**src/rtl/scan_tsq_pkg.sv**
```systemverilog
package scan_tsq_pkg;
  typedef enum logic [2:0] {
    ST_IDLE,
    ST_SHIFT_IN,
    ST_LAUNCH,
    ST_CAPTURE,
    ST_SHIFT_OUT,
    ST_DONE
  } seq_state_t;

  localparam logic MODE_LOS = 1'b0;
  localparam logic MODE_LOC = 1'b1;
endpackage

```
**src/rtl/scan_tsq_ctrl.sv**
```systemverilog
module scan_tsq_ctrl
  import scan_tsq_pkg::*;
#(
  parameter int CHAIN_LEN = 8,
  parameter int CNT_W     = $clog2(CHAIN_LEN)
) (
  input  logic             clk,
  input  logic             rst,
  input  logic             start,
  input  logic             mode,
  output seq_state_t       state,
  output logic [CNT_W-1:0] cnt,
  output logic             scan_en,
  output logic             chain_clk_en,
  output logic             accept,
  output logic             cmp_en
);
  localparam logic [CNT_W-1:0] LAST = CNT_W'(CHAIN_LEN - 1);

  logic mode_r;
  logic at_last;

  assign at_last = (cnt == LAST);
  assign accept  = (state == ST_IDLE) && start;

  always_ff @(posedge clk) begin
    if (rst) begin
      state  <= ST_IDLE;
      cnt    <= '0;
      mode_r <= MODE_LOS;
    end else begin
      case (state)
        ST_IDLE: begin
          cnt <= '0;
          if (start) begin
            mode_r <= mode;
            state  <= ST_SHIFT_IN;
          end
        end
        ST_SHIFT_IN: begin
          cnt <= at_last ? '0 : cnt + 1'b1;
          if (at_last) state <= ST_LAUNCH;
        end
        ST_LAUNCH:  state <= ST_CAPTURE;
        ST_CAPTURE: begin
          cnt   <= '0;
          state <= ST_SHIFT_OUT;
        end
        ST_SHIFT_OUT: begin
          cnt <= at_last ? '0 : cnt + 1'b1;
          if (at_last) state <= ST_DONE;
        end
        default: state <= ST_IDLE;
      endcase
    end
  end

  always_comb begin
    scan_en      = 1'b0;
    chain_clk_en = 1'b0;
    cmp_en       = 1'b0;
    case (state)
      ST_SHIFT_IN:  begin scan_en = 1'b1; chain_clk_en = 1'b1; end
      ST_LAUNCH:    begin scan_en = (mode_r == MODE_LOS); chain_clk_en = 1'b1; end
      ST_CAPTURE:   begin scan_en = 1'b0; chain_clk_en = 1'b1; end
      ST_SHIFT_OUT: begin scan_en = 1'b1; chain_clk_en = 1'b1; cmp_en = 1'b1; end
      default:      ;
    endcase
  end
endmodule

```
**src/rtl/scan_tsq_cut.sv**
```systemverilog
module scan_tsq_cut #(
  parameter int CHAIN_LEN = 8
) (
  input  logic [CHAIN_LEN-1:0] cells,
  output logic [CHAIN_LEN-1:0] resp
);
  for (genvar i = 0; i < CHAIN_LEN; i++) begin : g_xor
    assign resp[i] = cells[i] ^ cells[(i + 1) % CHAIN_LEN];
  end
endmodule

```
**src/rtl/scan_tsq_chain.sv**
```systemverilog
module scan_tsq_chain #(
  parameter int CHAIN_LEN = 8
) (
  input  logic                 clk,
  input  logic                 rst,
  input  logic                 clk_en,
  input  logic                 scan_en,
  input  logic                 scan_in,
  input  logic [CHAIN_LEN-1:0] func_d,
  output logic [CHAIN_LEN-1:0] cells
);
  for (genvar i = 0; i < CHAIN_LEN; i++) begin : g_cell
    logic ser_d;
    logic mux_d;
    if (i == 0) begin : g_head
      assign ser_d = scan_in;
    end else begin : g_body
      assign ser_d = cells[i-1];
    end
    assign mux_d = scan_en ? ser_d : func_d[i];

    always_ff @(posedge clk) begin
      if (rst)         cells[i] <= 1'b0;
      else if (clk_en) cells[i] <= mux_d;
    end
  end
endmodule

```
**src/rtl/scan_tsq_cmp.sv**
```systemverilog
module scan_tsq_cmp #(
  parameter int CHAIN_LEN = 8,
  parameter int CNT_W     = $clog2(CHAIN_LEN)
) (
  input  logic                 clk,
  input  logic                 rst,
  input  logic                 load,
  input  logic [CHAIN_LEN-1:0] exp_vec,
  input  logic                 cmp_en,
  input  logic [CNT_W-1:0]     idx,
  input  logic                 obs,
  output logic                 fail
);
  logic [CHAIN_LEN-1:0] exp_r;

  always_ff @(posedge clk) begin
    if (rst) begin
      exp_r <= '0;
      fail  <= 1'b0;
    end else if (load) begin
      exp_r <= exp_vec;
      fail  <= 1'b0;
    end else if (cmp_en && (obs != exp_r[idx])) begin
      fail <= 1'b1;
    end
  end
endmodule

```
**src/rtl/scan_tsq_top.sv**
```systemverilog
module scan_tsq_top
  import scan_tsq_pkg::*;
#(
  parameter int CHAIN_LEN = 8
) (
  input  logic                 clk,
  input  logic                 rst,
  input  logic                 start,
  input  logic                 mode,
  input  logic                 scan_in,
  input  logic [CHAIN_LEN-1:0] exp_vec,
  output logic                 scan_en,
  output logic                 scan_out,
  output logic                 done,
  output logic                 fail
);
  localparam int CNT_W = $clog2(CHAIN_LEN);

  seq_state_t           state;
  logic [CNT_W-1:0]     cnt;
  logic [CNT_W-1:0]     cmp_idx;
  logic                 chain_clk_en;
  logic                 accept;
  logic                 cmp_en;
  logic [CHAIN_LEN-1:0] cells;
  logic [CHAIN_LEN-1:0] resp;

  scan_tsq_ctrl #(.CHAIN_LEN(CHAIN_LEN), .CNT_W(CNT_W)) ctrl_i (
    .clk(clk), .rst(rst), .start(start), .mode(mode),
    .state(state), .cnt(cnt), .scan_en(scan_en),
    .chain_clk_en(chain_clk_en), .accept(accept), .cmp_en(cmp_en)
  );

  scan_tsq_cut #(.CHAIN_LEN(CHAIN_LEN)) cut_i (
    .cells(cells), .resp(resp)
  );

  scan_tsq_chain #(.CHAIN_LEN(CHAIN_LEN)) chain_i (
    .clk(clk), .rst(rst), .clk_en(chain_clk_en), .scan_en(scan_en),
    .scan_in(scan_in), .func_d(resp), .cells(cells)
  );

  assign cmp_idx = CNT_W'(CHAIN_LEN - 1) - cnt;

  scan_tsq_cmp #(.CHAIN_LEN(CHAIN_LEN), .CNT_W(CNT_W)) cmp_i (
    .clk(clk), .rst(rst), .load(accept), .exp_vec(exp_vec),
    .cmp_en(cmp_en), .idx(cmp_idx), .obs(cells[CHAIN_LEN-1]), .fail(fail)
  );

  assign scan_out = cells[CHAIN_LEN-1];
  assign done     = (state == ST_DONE);
endmodule

```
**config.mk**
```make
export PLATFORM = sky130hd
export DESIGN_NAME = scan_tsq_top
export DESIGN_NICKNAME = d
export VERILOG_FILES = /design/src/rtl/scan_tsq_pkg.sv /design/src/rtl/scan_tsq_ctrl.sv /design/src/rtl/scan_tsq_cut.sv /design/src/rtl/scan_tsq_chain.sv /design/src/rtl/scan_tsq_cmp.sv /design/src/rtl/scan_tsq_top.sv
export SDC_FILE = /design/constraint.sdc
export NUM_CORES = 1
export LEC_CHECK = 0
export ABC_CLOCK_PERIOD_IN_PS = 1700
export BUFFER_PORTS_ARGS = -buffer_cell sky130_fd_sc_hd__buf_4
export CORE_MARGIN = 2
export CORE_UTILIZATION = 45
export CTS_CLUSTER_SIZE = 16
export DETAILED_ROUTE_END_ITERATION = 16
export GPL_TIMING_DRIVEN = 0
export HOLD_SLACK_MARGIN = 0.06
export PLACE_DENSITY = 0.62
export REMOVE_ABC_BUFFERS = 1
export SLEW_MARGIN = 30
export SYNTH_ARGS = -nofsm -noshare
export SYNTH_HDL_FRONTEND = slang
export SYNTH_HIERARCHICAL = 1
export SYNTH_SLANG_ARGS = --single-unit
```
**constraint.sdc**
```tcl
create_clock -name clk -period 1.7 [get_ports clk]
set_input_delay 0.085 -clock clk [delete_from_list [all_inputs] [get_ports clk]]
set_output_delay 0.085 -clock clk [all_outputs]
set_load 0.02 [all_outputs]
```
[After elaboration in Yosys (flattened, before gate mapping)]
Index checks and enable logic that the tools add are counted.
Storage, ports and cells
  word-level logic and storage cells: 64
  register bits after elaboration: 24
  output and inout bits: 4
Operators by class
  muxes and demuxes: 19
  equal/unequal tests: 10
  order comparisons: 1
  reduce and logical (&&, ||, !) cells: 10
  bitwise logic cells: 9
  add/subtract/negate cells: 2
Operators with widths (number)
  3-bit one-hot mux with 5 select lines: 1
  3-bit two-way mux: 4
  1-bit two-way mux: 11
  3-bit equality test, second input constant: 3
  1-bit bitwise XOR: 8
  3-bit by 2-bit equality test with 1-bit output, second input constant: 2
  3-bit one-hot mux with 2 select lines: 1
  2-bit OR reduction: 3
  3-bit by 4-bit < comparator with 1-bit output, second input constant: 1
  2-bit by 1-bit inequality test with 1-bit output, second input constant: 2
  4-bit OR reduction: 1
  3-bit by 1-bit adder with 3-bit output, second input constant: 1
  1-bit binary-select mux with 3-bit select: 1
  3-bit by 1-bit equality test with 1-bit output, second input constant: 1
  3-bit logical NOT: 1
  3-bit AND reduction: 1
  3-bit subtractor, first input constant: 1
  1-bit logical AND: 2
  2-bit inequality test, second input constant: 1
  1-bit one-hot mux with 2 select lines: 1
  2-bit AND reduction: 1
  2-bit nonzero test: 1
  1-bit inequality test: 1
  1-bit inverter: 1

[Longest topological paths before layout]
  depth in word-level cells: 5
  mapped depth: 7

[By module]
Netlist, hierarchy kept.
By module, submodules not included
  scan_tsq_ctrl: cells an instance 47, instances 1, seq. area each 140.1 µm², area an instance 422.9 µm²
  scan_tsq_chain: cells an instance 43, instances 1, seq. area each 160.2 µm², area an instance 421.7 µm²
  scan_tsq_cmp: cells an instance 35, instances 1, seq. area each 180.2 µm², area an instance 382.9 µm²
  scan_tsq_cut: cells an instance 8, instances 1, seq. area each 0.0 µm², area an instance 70.1 µm²
  scan_tsq_top: cells an instance 4, instances 1, seq. area each 0.0 µm², area an instance 20.0 µm²

[Worst setup path before layout]
Ideal clock, no wire load.
  path type: reg-to-reg
  from: reg ctrl_i.state[0]
  to: reg chain_i.cells[0] (netlist: chain_i/g_cell[1].ser_d)
  clock period less this slack: 1.756 ns
  stages on the path, launching flop included: 8
  setup slack: -0.056 ns
  arrival: 1.627 ns
  data required time: 1.571 ns
  library setup time: 0.129 ns
  path through: dfxtp_1 buf_6 and2b_1 a21oi_1 o21ai_1 buf_6 mux2i_1 a211oi_2
On the way
  cells in the longest elaborated chain, start to end: 4
Ends and longest elaborated chain
  from (decl): line scan_tsq_ctrl.sv:11  | output seq_state_t state,
  from (signal assigned): line scan_tsq_ctrl.sv:28  | state <= ST_IDLE;
  from (signal assigned): line scan_tsq_ctrl.sv:37  | state <= ST_SHIFT_IN;
  from (signal assigned): line scan_tsq_ctrl.sv:42  | if (at_last) state <= ST_LAUNCH;
  3-bit by 1-bit equality test with 1-bit output or 3-bit equality test (tied branches): line scan_tsq_ctrl.sv:62  | case (state)
  2-bit OR reduction (no source line)
  1-bit one-hot mux with 2 select lines (*): line scan_tsq_ctrl.sv:62
  net scan_en: line scan_tsq_top.sv:12  | output logic scan_en,
  1-bit two-way mux (*): line scan_tsq_chain.sv:20  | assign mux_d = scan_en ? ser_d : func_d[i];
  to (signal, indexed assignment): line scan_tsq_chain.sv:24  | else if (clk_en) cells[i] <= mux_d;
  to (decl): line scan_tsq_chain.sv:10  | output logic [CHAIN_LEN-1:0] cells
Mark *: on every way through the listed nets, which the timed path passes. The rest lies on a longest branch.
A chain may end at the register's enable or synchronous reset.

[Worst setup path in the final report]
  from: reg ctrl_i.state[1]
  to: reg chain_i.cells[7]
On the way
  cells in the longest elaborated chain, start to end: 4
Ends and longest elaborated chain (line)
  3-bit by 1-bit equality test with 1-bit output or 3-bit equality test (tied branches): scan_tsq_ctrl.sv:62
  2-bit OR reduction (no source line)
  1-bit one-hot mux with 2 select lines: scan_tsq_ctrl.sv:62
  1-bit two-way mux: scan_tsq_chain.sv:20
Parallel ways exist; a longest one is shown, timed or not.

==> summary.md <==
| Metric | Value |
|---|---|
| RSZ-0062 raised after global routing | false |
| CTS tree | yes |
| Yosys Warn Count | 6 |
| Fin Hold WS | 0.114 ns |
| # H-tree levels | 1 |
| DPL Wire Length | 1.49 mm |
| Synthesis-stage register bit count | 24 |
| DRT Pass-1 Iters | 4 |
| Sequential area share after synthesis | 36.5% |
| CTS Sinks | 24 |
| Gr usage total | 15.3% |
| Vias | 971 |
| Final worst slack | 0.0957 ns |
| Crit-path max cell delay | 0.44 ns |
| Max Root-Sink Buffers | 2 |
| Final RePlAce weighted congestion | 0.707 |
| Critical Path Fanout Max | 10 |
| Area leader, netlist | dfxtp_1 |
| CP Class | flop to flop |
| Largest net degree at the start of global routing | 25 |
| Clock transition at path regs | 0.13 ns |
| Inserted Clock Buffers | 3 |
| Number of flops mapped to enable cells by yosys | 0 |
| Outcome | complete, no violations |
| Antenna-violating nets left | 0 |
| Initial Util | 47.8% |
| Final hold viol count | 0 |
| Via count of the first global-routing pass | 885 |
| Synthesis-to-layout area growth | 19.7% |
| Area contributors post-synth | dfxtp_1 (36%), mux2i_1 (14%), nor2_1 (6.3%) |
| # rows | 19 |
| Total wire length | 2.43 mm |
| Critical path's slowest cell | dfxtp_4 |
| Worst Hold Class | input pin to flop |
| CP delay by family, top | compound AO/OA/AOI/OAI gates |
| ANT cells | 0 |
| Die width | 58.1 µm |
| Unique masters post-synth | 33 |
| Die ar. | 3380 µm² |
| Fmax achieved | 623 MHz |
| Final setup fails | 0 |
| Clock Tree Root | clkbuf_4 |
| Clk_skew | 0.00611 ns |
| Clk_lat worst skew | 0.31 ns |
| Finished Cell Area | 1580 µm² |
| # DRC | 0 |
| P per Cell Area | 756 nW/µm² |
| CP bufs+invs | 1 |
| Area after DPL | 1360 µm² |
| Ys flop type | dfxtp_1 |
| Share of the synthesized area in the top cell type | 36.5% |
| GR Overflow Total | 0 |
| Initial drt markers | 40 |
| Syn Inst Count | 137 |
| Syn avg cell area | 9.62 µm² |
| Nets | 171 |
| PnR Total Power | 1.19 mW |
| Initial antenna violation count | 0 |
| Worst Path Arrival | 1.83 ns |
| Core Box Area | 2760 µm² |
| Max-cap violations | 0 |
| Async SR Flop Fraction | 0% |
| Critical Path Source Type | flop |
| DP Worst Slack | -0.514 ns |
| Synth cell count leaders | dfxtp_1 (24), nor2_1 (22), mux2i_1 (18) |
| Fin util | 57.2% |
| Netlist Area Pre-Place | 1320 µm² |
| # IOs | 17 |
| Worst relative slew slack | 71.1% |
| Die height | 58.1 µm |
| Setup crit end kind | flop |
| Final worst path period share | 94.4% |
| Vias per cell | 5.22 |
| Leak | 0.687 nW |
| Max Slew Vio Count | 0 |
| Most frequent cell after synthesis | dfxtp_1 |
| PortBufs | 16 |
| First-pass GRT wire length | 3.94 mm |
| Peak supply drop | 0.591 mV |
| Wire length per cell | 13.0 µm |
| Layout cells sized above 1 | 23.2% |
| Least-Margin Pin Slew | 0.434 ns |
| Cell chain of the critical path | and2b_1, a21oi_1, o21ai_4, buf_4, mux2i_1, a211oi_1 |
| Post-layout min period | 1.60 ns |
| Worst EP required | 1.93 ns |
## power breakdown
part | switching (mW) | internal (mW)
sequential | 0.0444 | 0.598
clock | 0.168 | 0.131
combinational | 0.108 | 0.143
## layer usage
layer / GRT usage (%) / wire length, µm / vias to the layer above
met2: 25.3 / 1150 / 10
met3: 1.34 / 42 / 2
met4: 7.97 / 27 / 0
met1: 19.7 / 1200 / 451
met5: 0 / 0 / -
li1: - / - / 508
## stage by stage
stage | TNS, ns | std cells
floorplan | -3.33 | 121
global placement | -4.20 | 168
detailed placement | -4.76 | 168
global route | 0 | 186
finish | 0 | 186
CTS | 0 | 186
## state kept, by name, indices dropped and copies added (netlist names)
name                  cells
chain_i/cells             1
chain_i/g_cell.ser_d      7
cmp_i/exp_r               8
cmp_i/fail                1
ctrl_i/cnt                3
ctrl_i/mode_r             1
ctrl_i/state              3
## worst paths after layout
check | start | to | slack [ns] | depth (start not counted)
worst min register to register | cmp_i/fail$_SDFFE_PP0P_ | cmp_i/fail$_SDFFE_PP0P_ | 0.51 | 2
worst min-delay path | rst | cmp_i/exp_r[7]$_SDFFE_PP0P_ | 0.11 | 2
worst max-delay path | ctrl_i/state[1]$_SDFFE_PP0P_ | chain_i/cells[7]$_SDFFE_PP0P_ | 0.1 | 6
worst max register to register | ctrl_i/state[1]$_SDFFE_PP0P_ | chain_i/cells[7]$_SDFFE_PP0P_ | 0.1 | 6
## kinds of logic (layout without fill, tap and decap cells)
| family | after synthesis | count (layout) | synth area share (%) |
|---|---|---|---|
| adder cells (fa/ha/maj) | 2 | 2 | 1.90 |
| XOR/XNOR | 10 | 10 | 6.65 |
| buffers and inverters | 22 | 40 | 11.0 |
| multiplexers | 21 | 21 | 18.2 |
| flip-flops | 24 | 24 | 36.5 |
| AO/OA/AOI/OAI | 21 | 21 | 10.8 |
| AND/OR/NAND/NOR | 37 | 37 | 14.9 |
## layout by cell type (no fill, tap or decap), types with 2 or more instances in the layout
| cell | synthesis | routed |
|---|---|---|
| inv_1 | 6 | 6 |
| nand2_1 | 2 | 2 |
| nor3_1 | 2 | 2 |
| dfxtp_1 | 24 | 21 |
| a32oi_1 | 2 | 2 |
| dfxtp_4 | 0 | 2 |
| mux4_2 | 2 | 2 |
| nand3b_1 | 2 | 2 |
| mux2i_1 | 18 | 18 |
| clkbuf_4 | 0 | 3 |
| nor2_1 | 22 | 21 |
| and3b_1 | 2 | 2 |
| buf_4 | 8 | 19 |
| a21oi_1 | 5 | 5 |
| xor2_1 | 9 | 9 |
| a211oi_1 | 7 | 7 |
| dlygate4sd3_1 | 0 | 10 |
| o21ai_1 | 3 | 2 |
| ha_1 | 2 | 2 |
## what timing repair did
item	in CTS	in global routing
endpoints found under the hold margin	10	0
pin swaps	2	0
hold buffers	10	0
setup buffers	4	0
gates resized for setup	5	5
endpoints found under the setup margin	19	9
## area by class of cell
cell class	count	area [µm²]
repair buffers	30	263
well taps	31	38.8
multi-input cells	91	727
flip-flops and latches	24	489
fillers	251	1180
clock buffers	4	36.3
inverters	6	22.5
Note: power is estimated with default switching activity, not from simulation.
